[src/rtl/daf_pkg.sv]
package daf_pkg;
  localparam int BYTE_W     = 8;
  localparam int ADDR_BYTES = 6;
  localparam int ADDR_W     = ADDR_BYTES * BYTE_W;
  localparam int CRC_W      = 32;
  localparam logic [CRC_W-1:0] CRC_POLY = 32'h04C11DB7;
  localparam logic [CRC_W-1:0] CRC_INIT = '1;
  localparam int HASH_BITS  = 6;
  localparam int WORD_W     = 32;
  localparam int SEL_BITS   = $clog2(WORD_W);

  typedef enum logic [1:0] {PATH_BCAST, PATH_HASH, PATH_UNI} path_e;

  // one byte into the CRC register, data taken LSB first
  function automatic logic [CRC_W-1:0] crc_byte(input logic [CRC_W-1:0] c,
                                                input logic [BYTE_W-1:0] d);
    logic [CRC_W-1:0] r;
    logic fb;
    r = c;
    for (int k = 0; k < BYTE_W; k++) begin
      fb = r[CRC_W-1] ^ d[k];
      r  = {r[CRC_W-2:0], 1'b0};
      if (fb) r = r ^ CRC_POLY;
    end
    return r;
  endfunction
endpackage

[src/rtl/daf_crc_hash.sv]
module daf_crc_hash
  import daf_pkg::*;
#(
  parameter int IDX_W = HASH_BITS
) (
  input  logic              clk,
  input  logic              rst,
  input  logic              byte_valid,
  input  logic              frame_start,
  input  logic [BYTE_W-1:0] byte_data,
  output logic [IDX_W-1:0]  hash_idx
);
  logic [CRC_W-1:0] crc_q;
  logic [CRC_W-1:0] crc_base;
  logic [CRC_W-1:0] crc_next;

  always_comb begin
    crc_base = frame_start ? CRC_INIT : crc_q;
    crc_next = crc_byte(crc_base, byte_data);
  end

  // index for the address ending with the current byte
  assign hash_idx = crc_next[CRC_W-1 -: IDX_W];

  always_ff @(posedge clk) begin
    if (rst)             crc_q <= CRC_INIT;
    else if (byte_valid) crc_q <= crc_next;
  end
endmodule

[src/rtl/daf_addr_capture.sv]
module daf_addr_capture
  import daf_pkg::*;
#(
  parameter int NBYTES = ADDR_BYTES
) (
  input  logic                   clk,
  input  logic                   rst,
  input  logic                   byte_valid,
  input  logic                   frame_start,
  input  logic                   frame_end,
  input  logic [BYTE_W-1:0]      byte_data,
  output logic [NBYTES*BYTE_W-1:0] dest_addr,
  output logic                   decide_full,
  output logic                   decide_short
);
  localparam int CNT_W = $clog2(NBYTES + 1);
  localparam logic [CNT_W-1:0] FULL = CNT_W'(NBYTES);
  localparam logic [CNT_W-1:0] LAST = CNT_W'(NBYTES - 1);

  logic [CNT_W-1:0]  cnt_q;
  logic [CNT_W-1:0]  pos;
  logic              in_addr;
  logic [BYTE_W-1:0] store_q [NBYTES-1];

  assign pos     = frame_start ? '0 : cnt_q;
  assign in_addr = byte_valid && (pos < FULL);

  // count saturates at FULL: idle before any start and after the address
  always_ff @(posedge clk) begin
    if (rst)          cnt_q <= FULL;
    else if (in_addr) cnt_q <= pos + CNT_W'(1);
  end

  for (genvar g = 0; g < NBYTES - 1; g++) begin : g_store
    always_ff @(posedge clk) begin
      if (in_addr && pos == CNT_W'(g)) store_q[g] <= byte_data;
    end
    assign dest_addr[NBYTES*BYTE_W-1-g*BYTE_W -: BYTE_W] = store_q[g];
  end
  assign dest_addr[BYTE_W-1:0] = byte_data;

  assign decide_full  = in_addr && (pos == LAST);
  assign decide_short = in_addr && frame_end && (pos < LAST);

  assert_cnt_bound_R8: assert property (@(posedge clk) disable iff (rst)
    cnt_q <= FULL);
  assert_one_decision_R3: assert property (@(posedge clk) disable iff (rst)
    !(decide_full && decide_short));
endmodule

[src/rtl/daf_match.sv]
module daf_match
  import daf_pkg::*;
(
  input  logic [ADDR_W-1:0]    dest_addr,
  input  logic [HASH_BITS-1:0] hash_idx,
  input  logic [15:0]          station_hi,
  input  logic [31:0]          station_lo,
  input  logic [WORD_W-1:0]    hash_lo,
  input  logic [WORD_W-1:0]    hash_hi,
  input  logic                 no_bcast,
  input  logic                 hash_all,
  output path_e                path,
  output logic                 miss
);
  logic [WORD_W-1:0] word;
  logic              hash_hit;

  always_comb begin
    if (&dest_addr)                               path = PATH_BCAST;
    else if (dest_addr[ADDR_W-BYTE_W] || hash_all) path = PATH_HASH;
    else                                          path = PATH_UNI;
  end

  assign word     = hash_idx[HASH_BITS-1] ? hash_hi : hash_lo;
  assign hash_hit = word[hash_idx[SEL_BITS-1:0]];

  always_comb begin
    unique case (path)
      PATH_BCAST: miss = no_bcast;
      PATH_HASH:  miss = !hash_hit;
      default:    miss = (dest_addr != {station_hi, station_lo});
    endcase
  end

  assert_path_prio_R9: assert final ((path != PATH_UNI) ||
    (!dest_addr[ADDR_W-BYTE_W] && !hash_all && !(&dest_addr)));
endmodule

[src/rtl/daf_top.sv]
module daf_top
  import daf_pkg::*;
(
  input  logic        clk,
  input  logic        rst,
  input  logic        in_valid,
  input  logic        in_start,
  input  logic        in_last,
  input  logic [7:0]  in_data,
  input  logic [15:0] cfg_station_hi,
  input  logic [31:0] cfg_station_lo,
  input  logic [31:0] cfg_hash_lo,
  input  logic [31:0] cfg_hash_hi,
  input  logic [5:3]  cfg_mode,
  output logic        dec_valid,
  output logic        dec_accept,
  output logic        dec_miss
);
  logic [ADDR_W-1:0]    dest_addr;
  logic [HASH_BITS-1:0] hash_idx;
  logic                 decide_full;
  logic                 decide_short;
  logic                 match_miss;
  logic                 now_miss;
  path_e                path;

  daf_crc_hash #(.IDX_W(HASH_BITS)) u_crc (
    .clk(clk), .rst(rst), .byte_valid(in_valid), .frame_start(in_start),
    .byte_data(in_data), .hash_idx(hash_idx)
  );

  daf_addr_capture #(.NBYTES(ADDR_BYTES)) u_cap (
    .clk(clk), .rst(rst), .byte_valid(in_valid), .frame_start(in_start),
    .frame_end(in_last), .byte_data(in_data), .dest_addr(dest_addr),
    .decide_full(decide_full), .decide_short(decide_short)
  );

  daf_match u_match (
    .dest_addr(dest_addr), .hash_idx(hash_idx),
    .station_hi(cfg_station_hi), .station_lo(cfg_station_lo),
    .hash_lo(cfg_hash_lo), .hash_hi(cfg_hash_hi),
    .no_bcast(cfg_mode[3]), .hash_all(cfg_mode[4]),
    .path(path), .miss(match_miss)
  );

  assign now_miss = decide_short | match_miss;

  always_ff @(posedge clk) begin
    if (rst) begin
      dec_valid  <= 1'b0;
      dec_accept <= 1'b0;
      dec_miss   <= 1'b0;
    end else if (decide_full || decide_short) begin
      dec_valid  <= 1'b1;
      dec_miss   <= now_miss;
      dec_accept <= !now_miss || cfg_mode[5];
    end else if (in_valid && in_start) begin
      dec_valid  <= 1'b0;
      dec_accept <= 1'b0;
      dec_miss   <= 1'b0;
    end
  end

  assert_idle_quiet_R1: assert property (@(posedge clk) disable iff (rst)
    !dec_valid |-> (!dec_accept && !dec_miss));
  assert_clear_on_start_R2: assert property (@(posedge clk) disable iff (rst)
    (in_valid && in_start && !in_last) |=> !dec_valid);
  assert_hold_R2: assert property (@(posedge clk) disable iff (rst)
    (dec_valid && !(in_valid && in_start)) |=>
      (dec_valid && $stable(dec_accept) && $stable(dec_miss)));
  assert_hit_kept_R7: assert property (@(posedge clk) disable iff (rst)
    (dec_valid && !dec_miss) |-> dec_accept);
  assert_promisc_R7: assert property (@(posedge clk) disable iff (rst)
    ($rose(dec_valid) && dec_miss) |-> (dec_accept == $past(cfg_mode[5])));
  assert_short_miss_R3: assert property (@(posedge clk) disable iff (rst)
    decide_short |=> (dec_valid && dec_miss));
endmodule

[config.mk]
export PLATFORM = sky130hd
export DESIGN_NAME = daf_top
export DESIGN_NICKNAME = d
export VERILOG_FILES = /design/src/rtl/daf_pkg.sv /design/src/rtl/daf_crc_hash.sv /design/src/rtl/daf_addr_capture.sv /design/src/rtl/daf_match.sv /design/src/rtl/daf_top.sv
export SDC_FILE = /design/constraint.sdc
export NUM_CORES = 1
export LEC_CHECK = 0
export BUFFER_PORTS_ARGS = -buffer_cell sky130_fd_sc_hd__buf_2
export CORE_UTILIZATION = 49
export CTS_CLUSTER_DIAMETER = 40
export DETAILED_ROUTE_END_ITERATION = 10
export GPL_ROUTABILITY_DRIVEN = 0
export HOLD_SLACK_MARGIN = 0.15
export PLACE_DENSITY = 0.88
export SYNTH_ARGS = -nofsm -noshare
export SYNTH_HDL_FRONTEND = slang
export SYNTH_HIERARCHICAL = 1
export SYNTH_SLANG_ARGS = --single-unit
[constraint.sdc]
create_clock -name clk -period 3.1 [get_ports clk]
set_input_delay 0.465 -clock clk [delete_from_list [all_inputs] [get_ports clk]]
set_output_delay 0.465 -clock clk [all_outputs]
set_load 0.01 [all_outputs]
==> summary.md, run 1 <==
| Metric | Value |
|---|---|
| Outcome | finished, violations left |
| Failing checks | design-rule violations, negative setup slack |
| Critical path startpoint category | register |
| Capturing element type of the critical path | register |
| Starting density of the core | 0.5094 |
| Post-route minimum period | 3369 ps |
| Routed via count | 4766 |
| Crit Reg-Reg Endpoint | dec_accept |
| Hold Path Class | in2reg |
| Peak Freq | 296.9 MHz |
| Clk_lat worst skew | 360 ps |
| Fraction of power spent switching nets | 0.3592 |
| Number of cell rows | 37 |
| Setup Skew | 16.40 ps |
| Number of I/O port buffers | 130 |
| Number of cells on the worst reg-to-reg path | 16 |
| Remaining design rule violation count | 1 |
| Part of the total power dissipated in the clock network | 0.203 |
| Setup violations, final | 2 |
| Combinational power share | 0.501 |
| CTS buffer count | 9 |
| Detail-routed net length per standard cell | ~21 um |
| Final Hold Violating Endpoints | 0 |
| Worst slack at placement | -188.8 ps |
| Register area share after synthesis | 0.3714 |
| Post-synthesis average cell area | just over 10 um2 |
| Seq pwr share | 0.295 |
| Clock-pin slew reported for the worst setup and hold paths after clock tree synthesis | roughly 90 ps |
| Data arrival at the endpoint of the critical path | between 3000 and 4000 ps |
| Final global-route overflow total | 0 |
| Initial antenna violation count | 1 |
| Routed vias/inst | 5.965 |
| Post-route clock period utilization | 1.087 |
| Top cells by area in the synthesized netlist | edfxtp_1 (23%), dfxtp_1 (14%), xnor2_1 (13%), xor2_1 (11%), nor2_1 (4.7%) |
| Peak VDD IR | between 0.3 and 0.4 mV |
| Number of different library cells in the post-synthesis netlist | 55 |
| Required time of the worst setup path | roughly 3400 ps |
| Switching power | 1.541 mW |
| Type of the worst setup path | reg2reg |
| Router iterations before antenna repair | 11 |
| Number of nets with antenna violations after routing | 0 |
| # IOs | 131 |
| Cell type with the highest aggregate area in the netlist | edfxtp_1 |
| Critical R2R Launch | u_crc/crc_q[28] |
| Setup WS post-layout | -268.5 ps |
| Actual transition at the worst max-transition pin | between 600 and 700 ps |
| Core box area | 10370 um2 |
| Max Cap Viol | 0 |
| Yosys warnings | 6 |
| Total power per unit cell area | about 650 nW/um2 |
| Chip Height | 105.8 um |
| CTS tree | built |
| Die W | 105.8 um |
| First-pass GRT wire length | 22980 um |
| Worst setup startpoint | u_crc/crc_q[28] |
| Internal Dissipation | 2.749 mW |
| Total nets after synthesis | 638 |
| Number of nets in the layout | approximately 790 |
| Commonest cells after routing, fill and taps aside | buf_2 (130), xnor2_1 (73), xor2_1 (67) |
| CP Max Fanout | 7 |
| Synth Instances | 509 |
| P_leak | ~2.7 nW |
| Post-detailed-placement half-perimeter wirelength | 11220 um |
| Cell Area, Synth | 5283 um2 |
| Worst-case clock buffer depth | 2 |
| H-tree depth reported by CTS | 3 |
| Share of cells above drive strength 1 | 0.3701 |
| Worst hold slack | between 300 and 400 ps |
| Commonest non-fill, non-tap cell in the layout | buf_2 |
| Critical path capture point | dec_accept |
| Hold-fix buffers, CTS | 0 |
| Share of the synthesized area in the top cell type | 0.2274 |
| Number of filler instances in the final layout | 707 |
| Root Buffer | clkbuf_8 |
| Register-to-register setup slack | -270 ps |
| Number of global-route vias before repair | 4583 |
| Largest net degree at the start of global routing | 35 |
| Number of sinks handled by clock tree synthesis | 78 |
| Worst slew margin relative to its limit | 0.5488 |
| First-iteration detailed-routing DRC count | 530 |
| Total die area | between 10000 and 15000 um2 |
| Total wirelength of the detailed-routed design | 16450 um |
| Max-slew violation count | 0 |
| Area Overhead vs Synth | 24.77% |
| Total GRT Usage | 0.2703 |
| Seq cells post-synth | 78 |
| Unrepaired setup endpoints after global routing | true |
-- cells in the mapped netlist (all sizes together) --
library cell and count:
mux4 14, o211ai 7, nor3b 1, a22oi 1, o221ai 2, xnor2 86
nor2 67, ha 1, nor3 9, mux2 4, o31a 1, buf 35
nand3b 3, clkinv 1, edfxtp 40, o21a 1, and3 2, inv 6
a21bo 1, o211a 1, a211o 6, and3b 1, mux2i 7, nor2b 3
o21ai 19, or2b 1, a21oi 10, nand2 13, a211oi 3, xor2 67
nand2b 2, a221o 2, a21o 1, xnor3 3, clkbuf 12, a221oi 2
dfxtp 38, nand4 15, nor4 17, and4 2, o22ai 2
-- power groups by stage --
stage	Clock, mW	Sequential, mW	Combinational, mW
final	0.872	1.27	2.15
after global routing	0.922	1.28	2.25
after CTS	0.875	1.26	1.89
after detailed placement	0	1.28	1.85
after global placement	0	1.27	1.77
after floorplan	0	1.25	1.40
-- final cells by class --
cell class	count	area [um2]	area share
antenna	1	2.502	0.0003797
clock buffer	9	123.9	0.01879
clock inverter	7	102.6	0.01557
inverter	7	26.28	0.003986
multi-input combinational	377	3097	0.4698
sequential	78	1967	0.2984
tap	136	170.2	0.02582
timing repair buffer	184	1102	0.1672
-- stage by stage --
step	area (um2)	setup TNS (ps)	util	power [mW]	cells
floorplan	5291	0	-	2.648	509
global placement	6226	-59.95	0.6004	3.045	780
detailed placement	6226	-311.5	0.6004	3.128	780
CTS	6482	-27.27	0.6251	4.025	796
global route	6591	-763.9	0.6356	4.450	799
finish	6591	-478.0	0.6356	4.290	799
-- critical path: stages, from the launching register on --
cell and delay [ps]:
dfxtp_4 390, xnor2_4 220, xnor2_1 140, nor2_1 90, xnor2_1 290, xnor2_2 110
buf_6 140, buf_12 130, mux4_2 340, mux2i_2 90, a221oi_2 310, a22oi_2 150
buf_4 170, a221o_1 330, a21oi_2 170, nor2_1 50, nor3_1 150
-- per-layer routing --
| metal | part of all wire | wire, um | GRT usage |
|---|---|---|---|
| met4 | 0.056 | 925 | 0.1498 |
| met3 | 0.096 | 1586 | 0.05195 |
| met5 | 0 | 0 | 0 |
| met2 | 0.49 | 8054 | 0.4767 |
| met1 | 0.36 | 5887 | 0.3059 |
-- how the worst min path moves through the flow --
stage / start / end / slack [ps] / cells past startpoint
2_1_floorplan: u_crc/crc_q[3] / u_crc/crc_q[3] / 440 / 1
3_3_place_gp: u_crc/crc_q[3] / u_crc/crc_q[3] / 450 / 1
3_5_place_dp: u_crc/crc_q[3] / u_crc/crc_q[3] / 460 / 1
4_1_cts: cfg_mode[5] / dec_accept / 380 / 3
5_1_grt: cfg_mode[5] / dec_accept / 380 / 3
6_report: cfg_mode[5] / dec_accept / 400 / 3
-- repair_timing --
item | 4_1_cts | 5_1_grt
endpoints found under the setup margin | 2 | 2
buffers inserted | 0 | 1
resized for setup | 6 | 15
pin swaps | 0 | 7
cloned | 0 | 1
-- sequential cells by signal, summed over array words and instances (netlist names) --
| register | flops |
|---|---|
| u_cap/cnt_q | 3 |
| dec_valid | 1 |
| u_cap/store_q | 40 |
| dec_accept | 1 |
| u_crc/crc_q | 32 |
| dec_miss | 1 |
-- cells by family after synthesis --
logic type / count (synthesis) / share of synthesized area
xor+xnor: 156 / 0.2788
simple gates: 136 / 0.1251
flops: 78 / 0.3714
compound gates: 59 / 0.07485
buf+inv: 54 / 0.06324
mux: 25 / 0.08432
fa+ha+maj: 1 / 0.002368
Power figures use the tool's default switching activity.
==> inputs of run 2 (changes only) <==
--- a/config.mk
+++ b/config.mk
@@ -6,12 +6,13 @@
 export NUM_CORES = 1
 export LEC_CHECK = 0
 export BUFFER_PORTS_ARGS = -buffer_cell sky130_fd_sc_hd__buf_2
-export CORE_UTILIZATION = 49
+export CORE_UTILIZATION = 50
+export CTS_BUF_LIST = sky130_fd_sc_hd__clkbuf_2 sky130_fd_sc_hd__clkbuf_4 sky130_fd_sc_hd__clkbuf_8
 export CTS_CLUSTER_DIAMETER = 40
 export DETAILED_ROUTE_END_ITERATION = 10
 export GPL_ROUTABILITY_DRIVEN = 0
 export HOLD_SLACK_MARGIN = 0.15
-export PLACE_DENSITY = 0.88
+export PLACE_DENSITY = 0.9
 export SYNTH_ARGS = -nofsm -noshare
 export SYNTH_HDL_FRONTEND = slang
 export SYNTH_HIERARCHICAL = 1
==> run 2 against run 1 <==
Against the previous run:
- the run ends with negative setup slack left
- final cell count decreased by 0.13%
- sequential share of layout area increased by 0.39 points
- worst hold slack improved by 32 ps
- global-route usage increased by 2.3 points
- largest cell class unchanged
- largest power group unchanged
- highest routed layer unchanged
==> summary.md, run 2 (same netlist as run 1, synthesis figures left out) <==
| Metric | Value |
|---|---|
| Core box area | 10280 um2 (-0.89%) |
| Chip Height | 104.8 um (-0.99%) |
| Number of I/O port buffers | 130 (unchanged) |
| Worst setup startpoint | u_crc/crc_q[27] |
| Largest register FFs | 40 (unchanged) |
| Number of cell rows | 37 (unchanged) |
| Worst-case clock buffer depth | 2 (unchanged) |
| Slowest Stage Delay on Critical Path | 500 ps (+110 ps) |
| Setup violations, final | 2 (unchanged) |
| # IOs | 131 (unchanged) |
| Crit-path cells | xnor2_4 > xnor2_2 > nor2_1 > xnor2_1 > xnor2_2 > buf_12 > buf_4 > mux4_2 > mux2i_1 > a221oi_2 > a22oi_2 > a221o_1 > a21oi_2 > buf_4 > a21oi_2 |
| Number of global-route vias before repair | 4809 (+4.9%) |
| Critical path startpoint category | register |
| Max Cap Viol | 0 (unchanged) |
| Final global-route overflow total | 0 (unchanged) |
| CP bufs+invs | 3 (unchanged) |
| Top flop regs | u_cap/store_q (40), u_crc/crc_q (32), u_cap/cnt_q (3) |
| Capturing element type of the critical path | register |
| Number of nets with antenna violations after routing | 0 (unchanged) |
| Non-filler cells, final | 798 (-0.13%) |
| Outcome | finished, violations left |
| Commonest non-fill, non-tap cell in the layout | buf_2 |
| Router iterations before antenna repair | 5 (-6) |
| Slowest library cell on the worst path | mux4_2 |
| Commonest cells after routing, fill and taps aside | buf_2 (130), xnor2_1 (74), xor2_1 (67) |
| Setup WS post-layout | -211.3 ps (+57.21 ps) |
| Register-to-register setup slack | -210 ps (+60 ps) |
| Post-route clock period utilization | 1.068 (-0.01845) |
| Data arrival at the endpoint of the critical path | 3610 ps (-40 ps) |
| Routed vias/inst | 5.917 (-0.80%) |
| Post-detailed-placement half-perimeter wirelength | 11320 um (+0.90%) |
| Initial antenna violation count | 0 (-1) |
| Number of sinks handled by clock tree synthesis | 78 (unchanged) |
| Number of nets in the layout | 786 (unchanged) |
| Failing checks | negative setup slack |
| Worst slack at placement | -225.6 ps (-36.74 ps) |
| Peak VDD IR | 0.3108 mV (-6.6%) |
| Critical R2R Launch | u_crc/crc_q[27] |
| Post-route minimum period | 3311 ps (-57.21 ps) |
| Remaining design rule violation count | 0 (-1) |
| Area Overhead vs Synth | 23.31% |
| Hold-fix buffers, CTS | 0 (unchanged) |
| H-tree depth reported by CTS | 3 (unchanged) |
| Number of cells on the worst reg-to-reg path | 15 (-1) |
| Die W | 104.8 um (-0.99%) |
| Crit Reg-Reg Endpoint | dec_miss |
| Hold Crit Endpoint | dec_accept |
| Total die area | 10980 um2 (-2.0%) |
| Starting density of the core | 0.5140 (+0.004589) |
| CTS tree | built |
| Share of cells above drive strength 1 | 0.3686 (-0.001511) |
| Total GRT Usage | 0.2930 (+0.02263) |
| Final Hold Violating Endpoints | 0 (unchanged) |
| Largest net degree at the start of global routing | 35 (unchanged) |
| Root Buffer | clkbuf_8 |
| Unrepaired setup endpoints after global routing | true |
| First-iteration detailed-routing DRC count | 572 (+7.9%) |
| Number of filler instances in the final layout | 679 (-4.0%) |
| CP Max Fanout | 7 (unchanged) |
| Cell family with the largest share of critical-path delay | compound AO/OA/AOI/OAI gates |
| Actual transition at the worst max-transition pin | 689.4 ps (+13.40 ps) |
| P_leak | 2.697 nW (-1.3%) |
| Worst slew margin relative to its limit | 0.5404 (-0.008437) |
| Count of placed standard cells including taps | 778 (-0.26%) |
| Required time of the worst setup path | 3400 ps (+20 ps) |
| CTS buffer count | 9 (unchanged) |
| Reg with most FFs | u_cap/store_q |
| Hold depth | 3 (unchanged) |
| Detail-routed net length per standard cell | 20.73 um (+0.65%) |
| Total wirelength of the detailed-routed design | 16540 um (+0.53%) |
| Clk_lat worst skew | 370 ps (about the same) |
| Max-slew violation count | 0 (unchanged) |
| Type of the worst setup path | reg2reg |
| Hold Path Class | in2reg |
| Setup Skew | 14.56 ps (-1.841 ps) |
| Total power per unit cell area | 631.6 nW/um2 (-3.0%) |
| Critical hold path startpoint | cfg_mode[5] |
| Antenna diodes | 0 (-1) |
| Routed via count | 4722 (-0.92%) |
| First-pass GRT wire length | 24620 um (+7.1%) |
| Peak Freq | 302.0 MHz (+1.7%) |
| Clock-pin slew reported for the worst setup and hold paths after clock tree synthesis | 90 ps (about the same) |
[run 2: timing repair]
item                       CTS  global route
setup endpoints to repair    2             2
pin swaps                   11             6
gates resized for setup     15             6
setup buffers                5             0
[run 2: final cells by class]
class                      instances  area (um2)  area share
clock buffer                       9       123.9     0.01902
clock inverter                     7       62.56    0.009604
inverter                           7       26.28    0.004034
multi-input combinational        377        3085      0.4737
sequential                        78        1969      0.3023
tap                              136       170.2     0.02612
timing repair buffer             184        1076      0.1652
[run 2: metal layers]
layer,GRT usage,vias up,share of wire
met5,0,-,0
met1,0.3301,2183,0.36
met4,0.1449,0,0.049
met3,0.05989,79,0.097
met2,0.5246,398,0.49
li1,-,2062,-
[run 2: per-stage QoR]
stage | util | power (mW) | hold slack (ps) | area, um2 | TNS [ps]
floorplan | - | 2.648 | 436.3 | 5291 | 0
global placement | 0.6031 | 3.039 | 454.1 | 6198 | -60.28
detailed placement | 0.6031 | 3.128 | 477.4 | 6198 | -347.6
CTS | 0.6305 | 3.975 | 431.0 | 6480 | -119.6
global route | 0.6338 | 4.269 | 451.4 | 6514 | -563.8
finish | 0.6338 | 4.114 | 428.0 | 6514 | -411.2
[run 2: worst max-delay path by stage]
stage	endpoint	slack [ps]	cells past startpoint
global route	dec_accept	-290	15
CTS	dec_accept	-60	15
finish	dec_miss	-210	15
global placement	dec_accept	-60	15
detailed placement	dec_accept	-230	14
floorplan	dec_accept	30	15
[run 2: worst min-delay path, cell delays in order]
cell and delay, ps:
buf_2 90, nor2_1 50, nor3_1 130
[run 2: report_power, final]
group | total (mW) | internal [mW] | switching, mW
registers | 1.27 | 1.18 | 0.0864
clock network | 0.742 | 0.307 | 0.434
logic | 2.10 | 1.08 | 1.03
